===== src/rtl/gspc_pkg.sv =====
package gspc_pkg;
    localparam int ADDR_W = 3;
    localparam logic [ADDR_W-1:0] A_DIR    = 3'd0;
    localparam logic [ADDR_W-1:0] A_DOUT   = 3'd1;
    localparam logic [ADDR_W-1:0] A_AFSEL  = 3'd2;
    localparam logic [ADDR_W-1:0] A_SLPVAL = 3'd3;
    localparam logic [ADDR_W-1:0] A_CFG    = 3'd4;
    localparam logic [ADDR_W-1:0] A_STATUS = 3'd5;
    localparam int CFG_MEMF  = 0;
    localparam int CFG_CARDF = 1;
    localparam int ST_HOLD   = 0;
endpackage


===== src/rtl/gspc_pin_cell.sv =====
module gspc_pin_cell #(
    parameter bit IS_MEM    = 1'b0,
    parameter bit IS_CARD   = 1'b0,
    parameter bit IS_STROBE = 1'b0
) (
    input  logic mem_float,
    input  logic card_float,
    input  logic dir,
    input  logic dout,
    input  logic af,
    input  logic alt_oe,
    input  logic alt_out,
    input  logic slp,
    output logic run_oe,
    output logic run_out,
    output logic sl_oe,
    output logic sl_out
);
    logic floating;
    logic strobe_hi;

    always_comb begin
        run_oe    = af ? alt_oe  : dir;
        run_out   = af ? alt_out : dout;
        floating  = (IS_MEM && mem_float) || (IS_CARD && card_float);
        strobe_hi = IS_STROBE && !mem_float;
        if (floating) begin
            sl_oe  = 1'b0;
            sl_out = 1'b0;
        end else if (strobe_hi) begin
            sl_oe  = 1'b1;
            sl_out = 1'b1;
        end else begin
            sl_oe  = dir;
            sl_out = slp;
        end
    end
endmodule


===== src/rtl/gspc_rd_mux.sv =====
module gspc_rd_mux #(
    parameter int NUM_PINS = 16
) (
    input  logic                        rd,
    input  logic [gspc_pkg::ADDR_W-1:0] addr,
    input  logic [NUM_PINS-1:0]         dir,
    input  logic [NUM_PINS-1:0]         dout,
    input  logic [NUM_PINS-1:0]         afsel,
    input  logic [NUM_PINS-1:0]         slpval,
    input  logic [1:0]                  cfg,
    input  logic [2:0]                  status,
    output logic [NUM_PINS-1:0]         rdata
);
    import gspc_pkg::*;

    always_comb begin
        rdata = '0;
        if (rd) begin
            case (addr)
                A_DIR:    rdata = dir;
                A_DOUT:   rdata = dout;
                A_AFSEL:  rdata = afsel;
                A_SLPVAL: rdata = slpval;
                A_CFG:    rdata[1:0] = cfg;
                A_STATUS: rdata[2:0] = status;
                default:  rdata = '0;
            endcase
        end
    end
endmodule


===== src/rtl/gpio_sleep_pad_ctrl.sv =====
module gpio_sleep_pad_ctrl #(
    parameter int                   NUM_PINS    = 16,
    parameter logic [NUM_PINS-1:0]  MEM_MASK    = 16'h0F00,
    parameter logic [NUM_PINS-1:0]  STROBE_MASK = 16'h0700,
    parameter logic [NUM_PINS-1:0]  CARD_MASK   = 16'hF000,
    parameter logic [NUM_PINS-1:0]  ALT_MASK    = 16'h00F0
) (
    input  logic                        clk,
    input  logic                        rst_n,
    input  logic                        sleep_enter,
    input  logic                        sleep_exit,
    input  logic                        reg_wr,
    input  logic                        reg_rd,
    input  logic [gspc_pkg::ADDR_W-1:0] reg_addr,
    input  logic [NUM_PINS-1:0]         reg_wdata,
    output logic [NUM_PINS-1:0]         reg_rdata,
    input  logic [NUM_PINS-1:0]         alt_oe,
    input  logic [NUM_PINS-1:0]         alt_out,
    input  logic [NUM_PINS-1:0]         pad_in,
    output logic [NUM_PINS-1:0]         gpio_in,
    output logic [NUM_PINS-1:0]         pad_oe,
    output logic [NUM_PINS-1:0]         pad_out,
    output logic [NUM_PINS-1:0]         pad_ie,
    output logic [NUM_PINS-1:0]         pad_pu,
    output logic                        asleep
);
    import gspc_pkg::*;

    typedef struct packed {
        logic [NUM_PINS-1:0] dir;
        logic [NUM_PINS-1:0] dout;
        logic [NUM_PINS-1:0] afsel;
        logic [NUM_PINS-1:0] slpval;
        logic [NUM_PINS-1:0] lat_oe;
        logic [NUM_PINS-1:0] lat_out;
        logic                mem_float;
        logic                card_float;
        logic                hold;
        logic                pu_on;
        logic                asleep;
    } state_t;

    state_t st_d, st_q;

    logic [NUM_PINS-1:0] run_oe, run_out, sl_oe, sl_out;

    for (genvar i = 0; i < NUM_PINS; i++) begin : g_pin
        gspc_pin_cell #(
            .IS_MEM    (MEM_MASK[i]),
            .IS_CARD   (CARD_MASK[i]),
            .IS_STROBE (STROBE_MASK[i])
        ) u_cell (
            .mem_float  (st_q.mem_float),
            .card_float (st_q.card_float),
            .dir        (st_q.dir[i]),
            .dout       (st_q.dout[i]),
            .af         (st_q.afsel[i]),
            .alt_oe     (alt_oe[i]),
            .alt_out    (alt_out[i]),
            .slp        (st_q.slpval[i]),
            .run_oe     (run_oe[i]),
            .run_out    (run_out[i]),
            .sl_oe      (sl_oe[i]),
            .sl_out     (sl_out[i])
        );
    end

    always_comb begin
        st_d = st_q;
        if (reg_wr) begin
            case (reg_addr)
                A_DIR:    st_d.dir    = reg_wdata;
                A_DOUT:   st_d.dout   = reg_wdata;
                A_AFSEL:  st_d.afsel  = reg_wdata;
                A_SLPVAL: st_d.slpval = reg_wdata;
                A_CFG: begin
                    st_d.mem_float  = reg_wdata[CFG_MEMF];
                    st_d.card_float = reg_wdata[CFG_CARDF];
                end
                A_STATUS: begin
                    if (reg_wdata[ST_HOLD]) begin
                        st_d.hold  = 1'b0;
                        st_d.pu_on = 1'b0;
                    end
                end
                default: ;
            endcase
        end
        if (st_q.asleep) begin
            if (sleep_exit) begin
                st_d.asleep = 1'b0;
                st_d.afsel  = st_d.afsel | ALT_MASK;
            end
        end else if (sleep_enter) begin
            st_d.asleep  = 1'b1;
            st_d.hold    = 1'b1;
            st_d.lat_oe  = sl_oe;
            st_d.lat_out = sl_out;
        end
    end

    always_ff @(posedge clk or negedge rst_n) begin
        if (!rst_n) begin
            st_q            <= '0;
            st_q.afsel      <= ALT_MASK;
            st_q.hold       <= 1'b1;
            st_q.pu_on      <= 1'b1;
        end else begin
            st_q <= st_d;
        end
    end

    gspc_rd_mux #(.NUM_PINS(NUM_PINS)) u_rd (
        .rd     (reg_rd),
        .addr   (reg_addr),
        .dir    (st_q.dir),
        .dout   (st_q.dout),
        .afsel  (st_q.afsel),
        .slpval (st_q.slpval),
        .cfg    ({st_q.card_float, st_q.mem_float}),
        .status ({st_q.asleep, st_q.pu_on, st_q.hold}),
        .rdata  (reg_rdata)
    );

    assign pad_oe  = st_q.asleep ? st_q.lat_oe  : run_oe;
    assign pad_out = st_q.asleep ? st_q.lat_out : run_out;
    assign pad_ie  = {NUM_PINS{~st_q.hold}};
    assign pad_pu  = {NUM_PINS{st_q.pu_on}};
    assign gpio_in = pad_in & pad_ie;
    assign asleep  = st_q.asleep;
endmodule


===== config.mk =====
export PLATFORM = sky130hd
export DESIGN_NAME = gpio_sleep_pad_ctrl
export DESIGN_NICKNAME = d
export VERILOG_FILES = /design/src/rtl/gspc_pkg.sv /design/src/rtl/gspc_pin_cell.sv /design/src/rtl/gspc_rd_mux.sv /design/src/rtl/gpio_sleep_pad_ctrl.sv
export SDC_FILE = /design/constraint.sdc
export NUM_CORES = 1
export LEC_CHECK = 0
export BUFFER_PORTS_ARGS = -buffer_cell sky130_fd_sc_hd__buf_4
export CAP_MARGIN = 20
export CORE_MARGIN = 2
export CORE_UTILIZATION = 40
export CTS_BUF_LIST = sky130_fd_sc_hd__clkbuf_8
export CTS_CLUSTER_DIAMETER = 150
export CTS_CLUSTER_SIZE = 25
export DETAILED_ROUTE_END_ITERATION = 16
export PLACE_DENSITY = 0.74
export SLEW_MARGIN = 10
export SYNTH_ARGS = -nofsm -noshare
export SYNTH_HDL_FRONTEND = slang
export SYNTH_SLANG_ARGS = --single-unit

===== constraint.sdc =====
create_clock -name clk -period 2.1 [get_ports clk]
set_input_delay 0.315 -clock clk [delete_from_list [all_inputs] [get_ports clk]]
set_output_delay 0.315 -clock clk [all_outputs]
set_load 0.02 [all_outputs]

# [Word level (Yosys, flattened, before mapping)]
# Cells that the tools add are included.
[totals] output_inout_bits=97 regBits=101
[classes] n_mux=62 n_eq_ne=5 bitwise_logic=3 n_reduce_logical=7
[ops] cell="$mux W16" n=5
[ops] cell="$pmux W13 S4" n=1
[ops] cell="$mux W1" n=48
[ops] cell="$mux W32" n=1
[ops] cell="$and A16 B16 Y16" n=1
[ops] cell="$mux W8" n=2
[ops] cell="$pmux W2 S6" n=1
[ops] cell="$reduce_and A2 Y1" n=5
[ops] cell="$eq A3 B2 Y1 const B" n=2
[ops] cell="$eq A3 B3 Y1 const B" n=2
[ops] cell="$mux W2" n=3
[ops] cell="$pmux W1 S5" n=1
[ops] cell="$eq A3 B1 Y1 const B" n=1
[ops] cell="$logic_not A3 Y1" n=1
[ops] cell="$reduce_and A3 Y1" n=1
[ops] cell="$not A1 Y1" n=2

# [Depth between registers and ports, before layout]
# Gate-level depths: netlist (run 1).
[depth] ltp_word=5 mapped_depth=6 ltp_nobuf=4

# [Cells and area by module]
# Synthesis (run 1) repeated with hierarchy kept, for this count alone.
[unflattened] hier_cells=452 area_unflattened_um2=5835.6
[modules_own_cells] module="gpio_sleep_pad_ctrl" seq_area_each_um2=2534.9 instances=1 cells_per_inst=312 area_per_inst_um2=4618.2
[modules_own_cells] module="gspc_rd_mux" seq_area_each_um2=0.0 instances=1 cells_per_inst=76 area_per_inst_um2=640.6
[modules_own_cells] module="gspc_pin_cell (g_pin[0].u_cell ...)" seq_area_each_um2=0.0 instances=8 cells_per_inst=4 area_per_inst_um2=37.5
[modules_own_cells] module="gspc_pin_cell (g_pin[11].u_cell ...)" seq_area_each_um2=0.0 instances=5 cells_per_inst=4 area_per_inst_um2=35.0
[modules_own_cells] module="gspc_pin_cell (g_pin[10].u_cell ...)" seq_area_each_um2=0.0 instances=3 cells_per_inst=4 area_per_inst_um2=33.8

# [Least setup slack after synthesis (run 1)]
# OpenSTA, ideal clock, no wires.
[synth_path] path_kind="register -> output" start="reg st_q (netlist bit pad_pu[0])" end="out reg_rdata[1]" t_required_ns=1.785 path_buffers=0 stages_incl_launch_ff=5 slack_ns=0.300 arrival_time_ns=1.485 path_cell_list="dfstp_2 -> mux2i_1 -> nor3b_1 -> a21oi_1 -> a21boi_0"
[synth_via] elab_chain_len=2
[synth_lines] element="start: declaration" line_no="gpio_sleep_pad_ctrl.sv:43" rtl="state_t st_d, st_q;"
[synth_lines] element="start signal: assignment" line_no="gpio_sleep_pad_ctrl.sv:109" rtl="st_q <= st_d;"
[synth_lines] element="$pmux W2 S6" line_no="gspc_rd_mux.sv:19" rtl="case (addr)"
[synth_lines] element="$mux W16" line_no="gspc_rd_mux.sv:18" rtl="if (rd) begin"
[synth_lines] element="end: declaration" line_no="gpio_sleep_pad_ctrl.sv:16" rtl="output logic [NUM_PINS-1:0] reg_rdata,"
# Every way passes these cells.

# [Worst setup path after layout (run 1)]
[layout_path] start="reg st_q[4] (netlist name)" end="out reg_rdata[0]"
# The elaborated chain is that of the path after synthesis.

==> impl_results.md, run 1 <==
* Total routed wirelength at between 10000 and 15000 um
* Violated checks: negative hold slack
* Status: finished, violations left
* Clk sink count at between 90 and 100
* Yosys top cell by area: dfrtp_1
* Initial antenna violation count at 0
* Port bufs at 169
* Xor/xnor share of the synthesized area at 0
* Family with the most delay on the worst path: multiplexers
* DR pass1 iterations at 4
* Total power at between 0.006 and 0.007 W
* Global-route usage over all layers at 0.197
* Setup TNS after final layout at 0 ps
* Ant diodes at 0
* CP Capture Type: output pin
* Ys Warns at 0
* Mux share of post-synthesis cell area at 0.304
* First-pass GRT wire length at 21700 um
* Post-synthesis compound-gate area fraction at 0.0617
* Core Region at about 0.013 mm2
* Crit path launch type: flop
* Congestion Overflow GR at 0
* Worst slew pin tran at 512 ps
* WP buf/inv at 1
* Share of layout cells above drive strength 1 at 0.491
* FF-to-FF Start: asleep
* Fin. max-slew vios at 0
* CP Cell Sequence: mux4_2 -> nand3b_1 -> o21ai_0 -> buf_4
* Final Skew at about 6.0 ps
* Reg clk slew, reported paths at 90 ps
* Stages on worst setup path at 4
* I/O pin total at 170
* Static Leakage at 3.30 nW
* Sequential-to-total area share from yosys stat at 0.454
* Syn_nets at 537
* Final period util at 0.935
* Via count at approximately 4.0k
* Largest family of logic cells by synthesized area: multiplexers
* Fill cells at 1156
* Largest net degree at the start of global routing at 97
* Hold WS at -7.96 ps
* Post-route minimum period at 1960 ps
* Row count at 42
* Critical path class: reg -> out
* Worst-path fanout max at 5
* Vias in the first global route at 4027
* FF-to-FF path depth at 4
* Routed Antenna Nets at 0
* Final count of hold timing violations at 10
* Cell Pwr Density at roughly 880 mW/mm2
* Initial core utilization at 0.406
* Post-layout nets at about 680
* Total CTS buffers at 9
* Max Freq at 509 MHz
* Seq cells post-synth at 96
* HPWL Detailed at a little over 10000 um
* Clock root cell: clkbuf_8
* Peak supply drop at approximately 0.00047 V
* Worst R2R Setup Slack at roughly 400 ps
* Simple-Gate Fraction of Synth Area at 0.109
* Die Area at 0.0142 mm2
* Final-report setup violation count at 0
* Critical path's slowest cell: mux4_2
* R2R Path End: st_q[21]
* Synth Cell Area at 0.00531 mm2
* Critical Path Source: st_q[4]
* HP Class: in -> async
* DRC at 0
* Area grow syn2layout at 28.5%
* Critical Path AT at 1650 ps
* Height of the chip at about 120 um
* Post-Synthesis Cells at ~460
* Crit path required time at 1780 ps
* CTS Buffer Depth at 2
* CTS HTree Levels at 3
* Max_slew headroom at 0.658
* Adder-cell area share of the yosys netlist at 0
* Drt wl/cell at around 18 um
* Worst-skew pair later-pin latency at approximately 360 ps
* TritonCTS clock tree: yes
* Area share of the largest cell type after synthesis at 0.424
* Synth cell types at 32
* Gpl congestion at approximately 0.76
* Largest stage delay, worst path at 480 ps
* Max-Cap Viols at 0
* Width of the die at about 120 um
* Vias per cell at 5.08
* Post-CTS setup buffers at 0
* Syn avg cell area at ~11 um2
* RSZ-0062 raised after global routing: false
* Initial DRC count at ~120
* Largest cells by area after synthesis: dfrtp_1, mux2_2, mux2i_1
per-layer routing:
layer	vias up	routed length [um]	track usage
li1	1883	-	-
met1	1970	5790	0.249
met2	142	7030	0.342
met3	11	885	0.0436
met4	0	151	0.0521
met5	-	0	0
power by group:
group          internal (W)  total, W  switching [W]
sequential          0.00231   0.00269       0.000384
combinational       0.00104   0.00197       0.000938
clock              0.000724   0.00134       0.000618
cell usage after synthesis:
| library cell | instances |
|---|---|
| dfrtp_1 | 90 |
| mux2_2 | 69 |
| mux2i_1 | 62 |
| nand2_1 | 47 |
| o21ai_0 | 41 |
| buf_4 | 35 |
| nor2b_1 | 17 |
| and2_1 | 14 |
| nand2b_1 | 12 |
| o22ai_1 | 12 |
| mux2_4 | 10 |
| a21oi_1 | 8 |
| buf_2 | 8 |
| clkbuf_1 | 8 |
| dfstp_2 | 6 |
| buf_6 | 3 |
| mux4_2 | 3 |
| buf_1 | 2 |
| nor3b_1 | 2 |
| nor3b_4 | 2 |
| or2_2 | 2 |
| a21boi_0 | 1 |
| and3b_1 | 1 |
| clkinv_1 | 1 |
| inv_1 | 1 |
| nand2_2 | 1 |
| nand2b_4 | 1 |
| nand3_1 | 1 |
| nand3b_1 | 1 |
| nand4_1 | 1 |
| nor2_1 | 1 |
| nor3_4 | 1 |
final cells by class:
type,count,area (um2),share of cell area
Multi-Input combinational cell,310,2530,0.370
Sequential cell,96,2410,0.353
Timing Repair Buffer,190,1440,0.211
Tap cell,176,220,0.0323
Clock buffer,11,151,0.0222
Clock inverter,4,68.8,0.0101
Inverter,2,7.51,0.00110
logic make-up (layout without fill, tap and decap cells):
group / count (synthesis) / in the layout
buffers and inverters: 58 / 207
DFF: 96 / 96
and+or+nand+nor: 104 / 104
AOI/OAI and AO/OA: 62 / 62
muxes: 144 / 144
repair_timing:
item | in CTS | in global routing
setup endpoints to repair | 6 | 2
resized for setup | 1 | 2
hold buffers | 0 | 0
pin swaps | 0 | 0
cell usage in the layout, fill, tap and decap left out, types with 3 or more instances in the layout:
| cell type | count |
|---|---|
| mux2_4 | 10 |
| clkbuf_8 | 11 |
| dfrtp_1 | 89 |
| buf_4 | 189 |
| o21ai_0 | 41 |
| nand2b_1 | 12 |
| a21oi_1 | 8 |
| mux2_2 | 69 |
| and2_1 | 14 |
| mux4_2 | 3 |
| nand2_1 | 47 |
| o22ai_1 | 12 |
| dfstp_2 | 6 |
| mux2i_1 | 62 |
| nor2b_1 | 17 |
state kept, by name, indices dropped and copies added, names as in the netlist:
name	cells
pad_pu	1
asleep	1
st_q	94
worst max-delay path by stage:
stage	endpoint	slack [ps]
floorplan	reg_rdata[1]	300
finish	reg_rdata[0]	140
global placement	reg_rdata[14]	280
CTS	pad_oe[10]	70
detailed placement	reg_rdata[14]	260
global route	pad_oe[10]	50
per-stage QoR:
step	utilization	instance area, um2	std cells	setup slack (ps)
2_1_floorplan	-	5310	464	300
3_3_place_gp	0.504	6600	774	282
3_5_place_dp	0.504	6600	774	261
4_1_cts	0.521	6820	789	66.3
5_1_grt	0.522	6830	789	54.7
6_report	0.522	6830	789	137
No activity file was read; power rests on OpenSTA's default activity.
==> inputs of run 2 (changes only) <==
--- a/config.mk
+++ b/config.mk
@@ -5,6 +5,7 @@
 export SDC_FILE = /design/constraint.sdc
 export NUM_CORES = 1
 export LEC_CHECK = 0
+export ABC_AREA = 1
 export BUFFER_PORTS_ARGS = -buffer_cell sky130_fd_sc_hd__buf_4
 export CAP_MARGIN = 20
 export CORE_MARGIN = 2
==> impl_results.md, run 2 <==
* Psw at 0.00213 W (was 0.00194 W)
* DR pass1 iterations at 5 (was 4)
* Max-Cap Viols at 0 (unchanged)
* CTS Buffer Depth at 2 (unchanged)
* Combinational Power Share at 0.341 (was 0.329)
* Top-count cell post-synth: nand2_1 (was dfrtp_1)
* Crit path required time at 1780 ps (about the same)
* Largest net degree at the start of global routing at 97 (unchanged)
* Vias per cell at 4.87 (was 5.08)
* Synth Cell Area at 0.00540 mm2 (was 0.00531 mm2)
* Violated checks: negative hold slack (unchanged)
* Sequential-to-total area share from yosys stat at 0.446 (was 0.454)
* HP Class: in -> async (unchanged)
* Reg clk slew, reported paths at 100 ps (was 90 ps)
* Area share of the largest cell type after synthesis at 0.417 (was 0.424)
* Area grow syn2layout at 23.9% (was 28.5%)
* Max_slew headroom at 0.555 (was 0.658)
* Post-Synthesis Cells at 710 (was 464)
* Synth Flop Type: dfrtp_1 (unchanged)
* Port bufs at 169 (unchanged)
* Yosys top cell by area: dfrtp_1 (unchanged)
* Post-synth EDFFs at 0 (unchanged)
* Gpl congestion at 0.852 (was 0.763)
* Most common cell after layout, fill and taps aside: nand2_1 (was buf_4)
* Synth cell types at 27 (was 32)
* Total CTS buffers at 9 (unchanged)
* Max Freq at 501 MHz (was 509 MHz)
* Total power at 0.00575 W (was 0.00601 W)
* Clock power share at 0.216 (was 0.223)
* Initial DRC count at 355 (was 122)
* Core Region at 0.0132 mm2 (was 0.0131 mm2)
* Final count of hold timing violations at 26 (was 10)
* Height of the chip at 120 um (was 119 um)
* DRC at 0 (unchanged)
* Via count at 4940 (was 4006)
* Max reg flops at 94 (unchanged)
* Share of layout cells above drive strength 1 at 0.279 (was 0.491)
* Commonest non-fill, non-tap cells in the layout: nand2_1, buf_4, dfrtp_1 (was buf_4, dfrtp_1, mux2_2)
* Syn avg cell area at 7.60 um2 (was 11.4 um2)
* CP Capture Type: output pin (unchanged)
* Vias in the first global route at 4590 (was 4027)
* RSZ-0062 raised after global routing: true (was false)
* I/O pin total at 170 (unchanged)
* Final Skew at 12.1 ps (was 6.04 ps)
* Placed cell count at 999 (was 774)
* Reg power frac at 0.443 (was 0.448)
* Routed Antenna Nets at 0 (unchanged)
* Congestion Overflow GR at 0 (unchanged)
* Ant diodes at 0 (unchanged)
* Hold Buf Count CTS at 0 (unchanged)
* Clk sink count at 96 (unchanged)
* Post-CTS Resized at 0 (was 1)
* Sw Ratio at 0.371 (was 0.323)
* Global-route usage over all layers at 0.201 (was 0.197)
* Initial antenna violation count at 0 (unchanged)
* Status: finished, violations left (unchanged)
* Syn_nets at 783 (was 537)
* Largest Register: st_q (unchanged)
* Largest cells by area after synthesis: dfrtp_1, nand2_1, inv_1 (was dfrtp_1, mux2_2, mux2i_1)
* HPWL Detailed at 10100 um (was 10300 um)
* Fin. max-slew vios at 0 (unchanged)
* Peak supply drop at 0.000359 V (was 0.000474 V)
* Final period util at 0.950 (was 0.935)
* Int Pwr at 0.00362 W (was 0.00407 W)
* Cell Pwr Density at 860 mW/mm2 (was 880 mW/mm2)
* Worst slew pin tran at 666 ps (was 512 ps)
* Post-route minimum period at 1990 ps (was 1960 ps)
* Setup ws final at 106 ps (was 137 ps)
* Hold WS at -39.4 ps (was -7.96 ps)
* Asr flop ratio synth at 1.00 (unchanged)
* Synth cell count leaders: nand2_1, dfrtp_1, inv_1, nor2_1, o21ai_1 (was dfrtp_1, mux2_2, mux2i_1, nand2_1, o21ai_0)
* Static Leakage at 3.59 nW (was 3.30 nW)
* Final-report setup violation count at 0 (unchanged)
* Ys Warns at 0 (unchanged)
* Clock root cell: clkbuf_8 (unchanged)
* Initial core utilization at 0.409 (was 0.406)
* Row count at 42 (unchanged)
* TritonCTS clock tree: yes (unchanged)
* Die Area at 0.0144 mm2 (was 0.0142 mm2)
* Crit path launch type: flop (unchanged)
* Critical path class: reg -> out (unchanged)
* CTS HTree Levels at 3 (unchanged)
* Drt wl/cell at 14.3 um (was 17.6 um)
* Width of the die at 120 um (was 119 um)
* Fin cells at 1015 (was 789)
* Seq cells post-synth at 96 (unchanged)
* Post-CTS setup buffers at 0 (unchanged)
* Worst-path fanout max at 17 (was 5)
* Pre-CTS setup slack at 220 ps (was 261 ps)
* Post-layout nets at 907 (was 682)
* First-pass GRT wire length at 22900 um (was 21700 um)
* Critical Path AT at 1680 ps (was 1650 ps)
* Worst-skew pair later-pin latency at 370 ps (was 360 ps)
* Total routed wirelength at 14500 um (was 13900 um)
[run 2: logic make-up (layout without fill, tap and decap cells)]
kind of cell    count (synthesis)  in the layout  synth area share
compound gates                163            163             0.173
buf+inv                       148            277             0.146
flops                          96             96             0.446
simple gates                  303            303             0.235
[run 2: critical path, stage by stage (launching register included)]
cell and delay (ps):
dfrtp_1 390, inv_1 220, buf_6 240, o21ai_0 110
o21ai_0 170, buf_4 170
[run 2: routing by layer]
layer  vias up  global-route usage  share of wire
met5         -                   0              0
met4         0              0.0691          0.014
met3        17              0.0333          0.069
met2       174               0.336           0.48
li1       2469                   -              -
met1      2280               0.264           0.43
[run 2: metrics by stage]
step | cell area, um2 | hold WS (ps) | TNS, ps | util
detailed placement | 6480 | 416 | 0 | 0.491
global route | 6690 | 36.5 | -24.7 | 0.507
floorplan | 5400 | 19.4 | 0 | -
CTS | 6680 | 16.5 | 0 | 0.506
finish | 6690 | -39.4 | 0 | 0.507
global placement | 6480 | 416 | 0 | 0.491
[run 2: area by class of cell]
class                   instances  area, um2
inverters                      86        323
well taps                     176        220
multi-input cells             466       2200
flip-flops and latches         96       2410
repair buffers                175       1340
fillers                      1299       6500
clock buffers                  10        138
clock inverters                 6       60.1
[run 2: worst paths after layout]
| path | endpoint | start | slack [ps] | cells past startpoint |
|---|---|---|---|---|
| worst max-delay path | pad_oe[8] | asleep | 110 | 5 |
| worst min register to register | st_q[31] | st_q[31] | 490 | 2 |
| min in group clk | asleep | sleep_exit | 190 | 2 |
| worst min-delay path | st_q[78] | rst_n | -40 | 2 |
| max in group asynchronous | st_q[60] | rst_n | 1700 | 2 |
| worst max register to register | st_q[20] | asleep | 580 | 5 |
[run 2: power by group through the flow]
stage	clock [W]	combinational, W	sequential (W)
floorplan	0	0.00133	0.00249
global placement	0	0.00194	0.00257
detailed placement	0	0.00197	0.00257
CTS	0.00126	0.00198	0.00254
global route	0.00133	0.00217	0.00260
finish	0.00125	0.00196	0.00255
